**src/rtl/tx_gate_pkg.sv**
```systemverilog
package tx_gate_pkg;

  localparam int BO_BITS = 5;
  localparam int BO_W    = BO_BITS + 1;

  typedef enum logic [2:0] {
    ST_IDLE,
    ST_GUARD,
    ST_CCA,
    ST_BACKOFF,
    ST_GRANT,
    ST_SFD_HI,
    ST_SFD_LO
  } gate_state_e;

  // Galois form of x^16 + x^14 + x^13 + x^11 + 1, shifting right
  function automatic logic [15:0] lfsr_step(input logic [15:0] s);
    lfsr_step = s[0] ? ((s >> 1) ^ 16'hB400) : (s >> 1);
  endfunction

  // backoff length in symbols: random low bits plus one, so 1 .. 2**BO_BITS
  function automatic logic [BO_W-1:0] backoff_syms(input logic [BO_BITS-1:0] r);
    backoff_syms = {1'b0, r} + BO_W'(1);
  endfunction

endpackage

```
**src/rtl/gate_pin_sync.sv**
```systemverilog
module gate_pin_sync #(
  parameter int STAGES = 2
) (
  input  logic clk,
  input  logic rst_n,
  input  logic d,
  output logic q
);
  logic [STAGES-1:0] chain_q;

  generate
    if (STAGES == 1) begin : g_single
      always_ff @(posedge clk or negedge rst_n) begin
        if (!rst_n) chain_q <= '0;
        else        chain_q <= d;
      end
    end else begin : g_multi
      always_ff @(posedge clk or negedge rst_n) begin
        if (!rst_n) chain_q <= '0;
        else        chain_q <= {chain_q[STAGES-2:0], d};
      end
    end
  endgenerate

  assign q = chain_q[STAGES-1];
endmodule

```
**src/rtl/gate_sym_timer.sv**
```systemverilog
module gate_sym_timer #(
  parameter int CLKS_PER_SYM = 1600,
  parameter int GUARD_SYMS   = 12,
  parameter int CCA_SYMS     = 8
) (
  input  logic clk,
  input  logic rst_n,
  input  logic restart,
  output logic sym_tick,
  output logic guard_met,
  output logic cca_ok
);
  localparam int DIV_W   = (CLKS_PER_SYM > 1) ? $clog2(CLKS_PER_SYM) : 1;
  localparam int SAT     = (GUARD_SYMS > CCA_SYMS) ? GUARD_SYMS : CCA_SYMS;
  localparam int DW_W    = $clog2(SAT + 1);

  logic [DIV_W-1:0] div_q;
  logic [DW_W-1:0]  dwell_q;

  assign sym_tick = (div_q == DIV_W'(CLKS_PER_SYM - 1));

  // divider phase is cleared on restart so the dwell is exact in clocks
  always_ff @(posedge clk or negedge rst_n) begin
    if (!rst_n)                 div_q <= '0;
    else if (restart || sym_tick) div_q <= '0;
    else                        div_q <= div_q + DIV_W'(1);
  end

  always_ff @(posedge clk or negedge rst_n) begin
    if (!rst_n)                                   dwell_q <= '0;
    else if (restart)                             dwell_q <= '0;
    else if (sym_tick && dwell_q < DW_W'(SAT))    dwell_q <= dwell_q + DW_W'(1);
  end

  assign guard_met = (dwell_q >= DW_W'(GUARD_SYMS));
  assign cca_ok    = (dwell_q >= DW_W'(CCA_SYMS));
endmodule

```
**src/rtl/gate_backoff_lfsr.sv**
```systemverilog
module gate_backoff_lfsr
  import tx_gate_pkg::*;
#(
  parameter logic [15:0] SEED = 16'hACE1
) (
  input  logic               clk,
  input  logic               rst_n,
  output logic [BO_BITS-1:0] rnd
);
  logic [15:0] state_q;

  always_ff @(posedge clk or negedge rst_n) begin
    if (!rst_n) state_q <= SEED;
    else        state_q <= lfsr_step(state_q);
  end

  assign rnd = state_q[BO_BITS-1:0];
endmodule

```
**src/rtl/tx_gate_ctl.sv**
```systemverilog
module tx_gate_ctl
  import tx_gate_pkg::*;
#(
  parameter int          CLKS_PER_SYM = 1600,
  parameter int          GUARD_SYMS   = 12,
  parameter int          CCA_SYMS     = 8,
  parameter int          MAX_RETRY    = 8,
  parameter int          SYNC_STAGES  = 2,
  parameter logic [15:0] LFSR_SEED    = 16'hACE1
) (
  input  logic clk,
  input  logic rst_n,
  input  logic tx_req,
  input  logic rx_on,
  input  logic cca_pin,
  input  logic sfd_pin,
  output logic tx_grant,
  output logic busy,
  output logic flush_req
);
  localparam int RT_W = $clog2(MAX_RETRY + 1);

  gate_state_e state_q, state_d;
  logic [RT_W-1:0]    retry_q, retry_d;
  logic [BO_W-1:0]    bo_q, bo_d, bo_val;
  logic [BO_BITS-1:0] rnd;
  logic pend_q, pend_d, flush_q;
  logic cca_s, sfd_s;
  logic sym_tick, guard_met, cca_ok;
  logic restart, flush_fire, bo_load, rx_hit, want_tx, cca_sample;

  gate_pin_sync #(.STAGES(SYNC_STAGES)) u_cca_sync (
    .clk(clk), .rst_n(rst_n), .d(cca_pin), .q(cca_s));

  gate_pin_sync #(.STAGES(SYNC_STAGES)) u_sfd_sync (
    .clk(clk), .rst_n(rst_n), .d(sfd_pin), .q(sfd_s));

  gate_sym_timer #(
    .CLKS_PER_SYM(CLKS_PER_SYM),
    .GUARD_SYMS  (GUARD_SYMS),
    .CCA_SYMS    (CCA_SYMS)
  ) u_timer (
    .clk(clk), .rst_n(rst_n), .restart(restart),
    .sym_tick(sym_tick), .guard_met(guard_met), .cca_ok(cca_ok));

  gate_backoff_lfsr #(.SEED(LFSR_SEED)) u_lfsr (
    .clk(clk), .rst_n(rst_n), .rnd(rnd));

  assign bo_val     = backoff_syms(rnd);
  assign want_tx    = pend_q | tx_req;
  assign cca_sample = (state_q == ST_CCA);
  assign rx_hit     = rx_on && (state_q inside {ST_IDLE, ST_GUARD, ST_CCA, ST_BACKOFF});

  always_comb begin
    state_d    = state_q;
    retry_d    = retry_q;
    bo_d       = bo_q;
    restart    = 1'b0;
    flush_fire = 1'b0;
    bo_load    = 1'b0;
    if (rx_hit) begin
      state_d = ST_GUARD;
      restart = 1'b1;
      retry_d = '0;
    end else begin
      case (state_q)
        ST_IDLE:    if (want_tx && cca_ok) state_d = ST_CCA;
        ST_GUARD:   if (guard_met) state_d = want_tx ? ST_CCA : ST_IDLE;
        ST_CCA: begin
          if (cca_s) begin
            state_d = ST_GRANT;
          end else if (retry_q == RT_W'(MAX_RETRY - 1)) begin
            flush_fire = 1'b1;
            restart    = 1'b1;
            retry_d    = '0;
            state_d    = ST_GUARD;
          end else begin
            bo_load = 1'b1;
            bo_d    = bo_val;
            retry_d = retry_q + RT_W'(1);
            state_d = ST_BACKOFF;
          end
        end
        ST_BACKOFF: begin
          if (sym_tick) begin
            if (bo_q == BO_W'(1)) state_d = ST_CCA;
            else                  bo_d    = bo_q - BO_W'(1);
          end
        end
        ST_GRANT: begin
          retry_d = '0;
          state_d = ST_SFD_HI;
        end
        ST_SFD_HI:  if (sfd_s) state_d = ST_SFD_LO;
        ST_SFD_LO: begin
          if (!sfd_s) begin
            state_d = ST_GUARD;
            restart = 1'b1;
          end
        end
        default:    state_d = ST_GUARD;
      endcase
    end
  end

  assign pend_d = (state_q == ST_GRANT) ? tx_req : (pend_q | tx_req);

  always_ff @(posedge clk or negedge rst_n) begin
    if (!rst_n) begin
      state_q <= ST_GUARD;
      retry_q <= '0;
      bo_q    <= BO_W'(1);
      pend_q  <= 1'b0;
      flush_q <= 1'b0;
    end else begin
      state_q <= state_d;
      retry_q <= retry_d;
      bo_q    <= bo_d;
      pend_q  <= pend_d;
      flush_q <= flush_fire;
    end
  end

  assign tx_grant  = (state_q == ST_GRANT);
  assign flush_req = flush_q;
  assign busy      = pend_q | (state_q inside {ST_GRANT, ST_SFD_HI, ST_SFD_LO});
endmodule

```
**config.mk**
```make
export PLATFORM = sky130hd
export DESIGN_NAME = tx_gate_ctl
export DESIGN_NICKNAME = d
export VERILOG_FILES = /design/src/rtl/tx_gate_pkg.sv /design/src/rtl/gate_pin_sync.sv /design/src/rtl/gate_sym_timer.sv /design/src/rtl/gate_backoff_lfsr.sv /design/src/rtl/tx_gate_ctl.sv
export SDC_FILE = /design/constraint.sdc
export NUM_CORES = 1
export LEC_CHECK = 0
export ABC_CLOCK_PERIOD_IN_PS = 1720
export CAP_MARGIN = 20
export CORE_ASPECT_RATIO = 2
export CORE_UTILIZATION = 45
export DETAILED_ROUTE_END_ITERATION = 7
export PLACE_DENSITY = 0.65
export SLEW_MARGIN = 10
export SYNTH_ARGS = -nofsm -noshare
export SYNTH_HDL_FRONTEND = slang
export SYNTH_SLANG_ARGS = --single-unit
export TNS_END_PERCENT = 1
```
**constraint.sdc**
```tcl
create_clock -name clk -period 1.72 [get_ports clk]
set_clock_uncertainty 0.05 [all_clocks]
set_input_delay 0.172 -clock clk [delete_from_list [all_inputs] [get_ports clk]]
set_output_delay 0.172 -clock clk [all_outputs]
set_load 0.01 [all_outputs]
```
==> summary.md, run 1 <==
| Metric | Value |
|---|---|
| Outcome | `complete, but fails checks` |
| Failing checks | `setup timing` |
| Final Setup Violations | `9` |
| Hold slack | `0.244 ns` |
| Synth-to-Final Area Change | `28.7%` |
| Crit-path max FO | `2` |
| Sequential share of the synthesized area | `54.6%` |
| VDD IR max | `935 µV` |
| Clock sink total | `50` |
| Setup slack, reg-to-reg | `-0.19 ns` |
| Worst-path clk slew | `0.09 ns` |
| Syn avg cell area | `10.5 µm²` |
| Placed instance count | `327` |
| Max-Cap Viols | `0` |
| Dpl hpwl | `3.56 mm` |
| Iteration-0 DRC Markers | `17` |
| Final nets | `293` |
| Core area | `0.00491 mm²` |
| Hold Path Sink | `u_sfd_sync.chain_q[0]$_DFF_PN0_` |
| Share of post-route cells with drive strength above 1 | `31.0%` |
| Most common cell after layout, fill and taps aside | `buf_4` |
| Synth Instances | `220` |
| Total GRT Usage | `20.7%` |
| CTS max path bufs | `2` |
| RSZ-0062 raised after global routing | `yes` |
| Io pins | `9` |
| First-pass GRT wire length | `8.09 mm` |
| Vias | `1,793` |
| WL/cell | `14.2 µm` |
| Yosys reg bits | `50` |
| Die Height | `103 µm` |
| Reg2Reg Depth | `5` |
| Grt ovf | `0` |
| Critical R2R Capture | `state_q[1]$_DFFE_PN0P_` |
| Final Non-Filler Cells | `338` |
| IO buf count | `8` |
| Worst hold stages | `1` |
| Die area | `0.00545 mm²` |
| Rel. slew slack | `68.2%` |
| DR pass1 iterations | `4` |
| Tightest Hold Check Type | `in2reg` |
| ANT cells | `0` |
| Most frequent cells in the layout | `47 x buf_4, 39 x dfrtp_1, 20 x nand2_1, 19 x nor2_1, 12 x nand3_1` |
| Starting Density | `47.1%` |
| Required time worst endpoint | `1.88 ns` |
| Total CTS buffers | `5` |
| Max H-tree Level | `2` |
| Via density | `5.30` |
| Slew @ Worst Pin | `0.477 ns` |
| Drt drc | `0` |
| Netlist cell types | `44` |
| Overall routed net length | `4.80 mm` |
| Root Buffer | `clkbuf_8` |
| GPL Wtd Cong | `0.863` |
| Clock latency on the worst-skew pair | `0.31 ns` |
| Setup CP Type | `reg2reg` |
| HP Start | `sfd_pin` |
| Crit. End Element | `flip-flop` |
| Startpoint class of the critical path | `flip-flop` |
| Yosys warns | `0` |
| Fin crit period | `1.91 ns` |
| Worst reg2reg path startpoint | `bo_q[5]$_DFFE_PN0P_` |
| Antenna violations before repair | `0` |
| Pleak | `1.40 nW` |
| Vias in the first global route | `1,851` |
| PnR worst setup slack | `-0.194 ns` |
| Worst Path Arrival | `2.07 ns` |
| Largest net degree at the start of global routing | `32` |
| Pwr dens | `1310 mW/mm²` |
| Mapped cell area | `0.00231 mm²` |
| Mapped Nets | `233` |
| TritonCTS clock tree | `done` |
| Final Slew Violations | `0` |
| Fmax achieved | `522 MHz` |
| Chip width | `52.7 µm` |
| Final Cycle Share | `111%` |
| Final hold viol count | `0` |
| Cell Rows | `36` |
| Detail Route Antenna Nets | `0` |
power by group:
group          internal (mW)  leakage, nW  switching, mW
Clock                  0.288       0.0452          0.398
Sequential              1.36        0.637          0.145
Combinational          0.941        0.721          0.771
through the flow:
| step | setup TNS, ns | setup WS [ns] | utilization [%] | instance area, µm² | power (mW) |
|---|---|---|---|---|---|
| after CTS | -1.43 | -0.206 | 60.2 | 2950 | 3.93 |
| after floorplan | -0.869 | -0.161 | - | 2320 | 2.31 |
| after global placement | -2.43 | -0.233 | 57.2 | 2810 | 3.09 |
| after detailed placement | -2.83 | -0.251 | 57.2 | 2810 | 3.12 |
| after global routing | -2.04 | -0.312 | 60.7 | 2980 | 4.20 |
| final | -1.12 | -0.194 | 60.7 | 2980 | 3.90 |
critical path: stages (launching register included):
cell,delay [ns]
dfrtp_1,0.39
or3_4,0.39
o21ai_2,0.12
o211ai_1,0.10
a222oi_1,0.38
mux2_2,0.38
cell usage after synthesis, drive strengths merged:
cell type	n	share of area, %
o21a	2	0.65
a222oi	1	0.43
o31a	1	0.38
a41oi	1	0.38
and3	6	1.6
inv	10	1.6
nor4	1	0.27
nor2	20	3.2
and4b	1	0.43
and4bb	1	0.54
nand2	20	3.2
nand3	12	2.6
nor3	7	1.5
nor3b	1	0.32
xnor2	6	2.3
a22oi	1	0.32
nand3b	2	0.65
o21bai	1	0.32
or3	1	0.49
o31ai	2	1.2
nor2b	3	0.81
o21ai	16	3.5
ha	7	3.8
dfstp	10	11
a22o	4	1.5
o22ai	2	0.54
and4	2	0.76
a21oi	7	1.5
nand2b	5	1.4
or3b	1	0.38
or4b	1	0.43
o211ai	2	0.65
buf	2	0.43
o2bb2ai	1	0.38
a21o	2	0.65
clkbuf	4	0.65
dfrtp	40	43
mux2	2	0.97
and3b	2	0.76
o32ai	1	0.38
a32o	1	0.43
xor2	8	3.0
metal layers:
layer | up-vias | routed length [µm] | global-route usage [%]
met2 | 18 | 2650 | 37.3
li1 | 885 | - | -
met3 | 11 | 82 | 4.53
met5 | - | 0 | 0
met4 | 0 | 174 | 11.7
met1 | 879 | 1880 | 21.0
what timing repair did:
action	CTS	global route
setup endpoints to repair	21	25
gates cloned	0	0
buffers inserted	2	0
pin swaps	2	2
resized for setup	21	6
hold buffers	1	0
hold endpoints to repair	17	0
state kept, by name, summed over array words and instances, names as in the netlist, 2 cells and up:
signal              flops
u_timer.div_q          11
u_lfsr.state_q         16
u_sfd_sync.chain_q      2
state_q                 3
u_timer.dwell_q         4
retry_q                 4
bo_q                    6
u_cca_sync.chain_q      2
worst max-delay path by stage:
stage | start | slack, ns | to
floorplan | bo_q[4]$_DFFE_PN0P_ | -0.16 | state_q[1]$_DFFE_PN0P_
global placement | bo_q[5]$_DFFE_PN0P_ | -0.23 | state_q[1]$_DFFE_PN0P_
detailed placement | bo_q[5]$_DFFE_PN0P_ | -0.25 | state_q[1]$_DFFE_PN0P_
CTS | bo_q[5]$_DFFE_PN0P_ | -0.21 | state_q[1]$_DFFE_PN0P_
global route | bo_q[5]$_DFFE_PN0P_ | -0.31 | state_q[1]$_DFFE_PN0P_
finish | bo_q[5]$_DFFE_PN0P_ | -0.19 | state_q[1]$_DFFE_PN0P_
kinds of logic (layout without fill, tap and decap cells):
family | after synthesis | after routing | share of synthesized area [%]
flops | 50 | 50 | 54.6
mux | 2 | 2 | 0.973
xor+xnor | 14 | 14 | 5.30
fa+ha+maj | 7 | 7 | 3.78
compound gates | 45 | 45 | 13.2
simple gates | 86 | 86 | 19.4
buf+inv | 16 | 77 | 2.70
cell type report:
type,instances,area [µm²]
Clock buffer,6,72.6
Clock inverter,2,13.8
Fill cell,438,1930
Inverter,10,37.5
Multi-Input combinational cell,154,1040
Sequential cell,50,1260
Tap cell,57,71.3
Timing Repair Buffer,59,475
(Power assumes the default switching activity.)
==> run 2, diff against run 1 <==
CELL_PAD_IN_SITES_DETAIL_PLACEMENT = 1   (was default)
CELL_PAD_IN_SITES_GLOBAL_PLACEMENT = 1   (was default)
CORE_UTILIZATION = 43   (was 45)
HOLD_SLACK_MARGIN = 0.15   (was default)
PLACE_DENSITY = 0.75   (was 0.65)
==> summary.md, run 2 (synthesis gave the netlist of run 1 again) <==
| Metric | Value |
|---|---|
| Outcome | `complete, but fails checks` |
| Failing checks | `setup timing` |
| Largest net degree at the start of global routing | `51 (+59%)` |
| First-pass GRT wire length | `9.72 mm (+20%)` |
| VDD IR max | `979 µV (+4.7%)` |
| Critical R2R Capture | `state_q[1]$_DFFE_PN0P_` |
| Tightest Hold Check Type | `in2reg` |
| Crit. End Element | `flip-flop` |
| Worst reg2reg path startpoint | `u_timer.div_q[1]$_DFF_PN0_` |
| Share of post-route cells with drive strength above 1 | `34.7% (+3.7 points)` |
| CTS max path bufs | `2 (unchanged)` |
| Core area | `0.00514 mm² (+4.7%)` |
| Fin crit period | `1.94 ns (+0.0237 ns)` |
| Setup CP Type | `reg2reg` |
| Chip width | `53.9 µm (+2.2%)` |
| Via density | `5.58 (+5.2%)` |
| Io pins | `9 (unchanged)` |
| DR pass1 iterations | `4 (unchanged)` |
| Final Cycle Share | `113% (+1.4 points)` |
| Max FFs per register | `16 (unchanged)` |
| Slowest CP cell | `dfrtp_1` |
| Final hold viol count | `0 (unchanged)` |
| Worst Path Arrival | `2.09 ns (+0.02 ns)` |
| Detail Route Antenna Nets | `0 (unchanged)` |
| Dpl hpwl | `4.23 mm (+19%)` |
| Worst hold stages | `1 (unchanged)` |
| ANT cells | `0 (unchanged)` |
| Total GRT Usage | `24.1% (+3.5 points)` |
| WL/cell | `18.0 µm (+27%)` |
| Hold Path Sink | `u_sfd_sync.chain_q[0]$_DFF_PN0_` |
| Final Setup Violations | `11 (+2)` |
| Overall routed net length | `6.27 mm (+31%)` |
| TritonCTS clock tree | `done` |
| Most used cell, CP | `and3_4` |
| Grt ovf | `0 (unchanged)` |
| Starting Density | `45.0% (-2.1 points)` |
| Vias in the first global route | `2,132 (+15%)` |
| Final nets | `303 (+3.4%)` |
| Slew @ Worst Pin | `0.371 ns (-0.106 ns)` |
| Antenna violations before repair | `0 (unchanged)` |
| Largest reg by FF count | `u_lfsr.state_q` |
| DR top layer | `met4` |
| Rel. slew slack | `75.1% (+6.9 points)` |
| Max-Cap Viols | `0 (unchanged)` |
| Synth-to-Final Area Change | `34.5%` |
| Most common cell after layout, fill and taps aside | `buf_4` |
| Required time worst endpoint | `1.87 ns (about the same)` |
| Final Slew Violations | `0 (unchanged)` |
| Cell Rows | `37 (+2.8%)` |
| Met3 WL | `87 µm (+6.1%)` |
| Reg2Reg Depth | `7 (+2)` |
| M1 wire length | `2.24 mm (+19%)` |
| Die Height | `106 µm (+2.3%)` |
| Metal2 WL | `3.70 mm (+40%)` |
| Pwr dens | `1390 mW/mm² (+5.9%)` |
| Final Non-Filler Cells | `349 (+3.3%)` |
| Placed instance count | `333 (+1.8%)` |
| Most frequent cells in the layout | `59 x buf_4, 39 x dfrtp_1, 19 x nand2_1, 19 x nor2_1, 11 x nand3_1` |
| IO buf count | `8 (unchanged)` |
| Hold slack | `0.264 ns (+0.0198 ns)` |
| Worst-path clk slew | `0.10 ns (about the same)` |
| Fmax achieved | `516 MHz (-1.2%)` |
| Clock sink total | `50 (unchanged)` |
| Crit-path cells | `ha_4, and3_4, and3_4, nand2_4, a222oi_1, buf_4, mux2_4` |
| Iteration-0 DRC Markers | `39 (+22)` |
| PnR worst setup slack | `-0.218 ns (-0.0237 ns)` |
| FILL cells | `576 (+32%)` |
| HP Start | `sfd_pin` |
| Clock latency on the worst-skew pair | `0.31 ns (about the same)` |
| RSZ-0062 raised after global routing | `yes` |
| Pleak | `1.48 nW (+5.4%)` |
| Root Buffer | `clkbuf_8` |
| Vias | `1,948 (+8.6%)` |
| Crit-path max FO | `3 (+1)` |
| Area occupied by multi-input gates | `0.00108 mm² (+4.0%)` |
| Max H-tree Level | `2 (unchanged)` |
| Slowest stage delay, CP | `0.43 ns (+0.04 ns)` |
| Setup slack, reg-to-reg | `-0.22 ns (-0.02 ns)` |
| Die area | `0.00570 mm² (+4.5%)` |
| Total CTS buffers | `5 (unchanged)` |
| Register area | `0.00126 mm² (unchanged)` |
| Drt drc | `0 (unchanged)` |
| GPL Wtd Cong | `0.774 (-10%)` |
| Startpoint class of the critical path | `flip-flop` |
| Regs by FF count | `u_lfsr.state_q (16), u_timer.div_q (11), bo_q (6)` |
-- run 2: timing repair --
| action | in CTS | in global routing |
|---|---|---|
| hold buffers | 1 | 0 |
| setup buffers | 3 | 4 |
| setup endpoints to repair | 27 | 21 |
| pin swaps | 10 | 6 |
| endpoints found under the hold margin | 50 | 0 |
| cloned | 0 | 0 |
| gates resized for setup | 22 | 9 |
-- run 2: per-layer routing --
layer | track usage, % | up-vias
met5 | 0 | -
met4 | 12.8 | 0
met3 | 3.75 | 20
met2 | 44.0 | 26
met1 | 24.0 | 995
li1 | - | 907
-- run 2: worst max-delay path: cells and delay by family (launching register included) --
kind	cells	cell delay, ns
and+or+nand+nor	3	0.47
DFF	1	0.43
muxes	1	0.29
AOI/OAI and AO/OA	1	0.24
buffers and inverters	1	0.18
adders and majority gates	1	0.17
-- run 2: power by group --
| group | total (mW) | internal (mW) | switching (mW) | leakage, nW |
|---|---|---|---|---|
| Sequential | 1.53 | 1.36 | 0.169 | 0.637 |
| Combinational | 1.95 | 1.05 | 0.895 | 0.783 |
| Clock | 0.843 | 0.436 | 0.406 | 0.0585 |
-- run 2: final cells by class --
cell class | instances | area share, %
multi-input combinational | 154 | 34.8
tap | 58 | 2.33
sequential | 50 | 40.6
clock buffer | 5 | 2.21
timing repair buffer | 69 | 17.4
clock inverter | 3 | 1.41
inverter | 10 | 1.21
-- run 2: how the worst max path moves through the flow --
stage | cells after the start | startpoint | slack (ns) | end
3_5_place_dp | 5 | bo_q[5]$_DFFE_PN0P_ | -0.32 | state_q[1]$_DFFE_PN0P_
5_1_grt | 7 | u_timer.div_q[1]$_DFF_PN0_ | -0.25 | state_q[1]$_DFFE_PN0P_
4_1_cts | 6 | bo_q[3]$_DFFE_PN0P_ | -0.25 | state_q[1]$_DFFE_PN0P_
6_report | 7 | u_timer.div_q[1]$_DFF_PN0_ | -0.22 | state_q[1]$_DFFE_PN0P_
2_1_floorplan | 5 | bo_q[4]$_DFFE_PN0P_ | -0.16 | state_q[1]$_DFFE_PN0P_
3_3_place_gp | 5 | bo_q[5]$_DFFE_PN0P_ | -0.24 | state_q[1]$_DFFE_PN0P_
-- run 2: through the flow --
stage	power, mW	cell area (µm²)	worst slack, ns	setup TNS, ns	utilization (%)
final	4.32	3110	-0.218	-1.50	60.6
after global routing	4.58	3110	-0.250	-2.80	60.6
after CTS	4.20	3030	-0.253	-1.39	59.0
after detailed placement	3.20	2850	-0.319	-3.32	55.4
after global placement	3.13	2850	-0.239	-1.86	55.4
after floorplan	2.31	2320	-0.161	-0.869	-
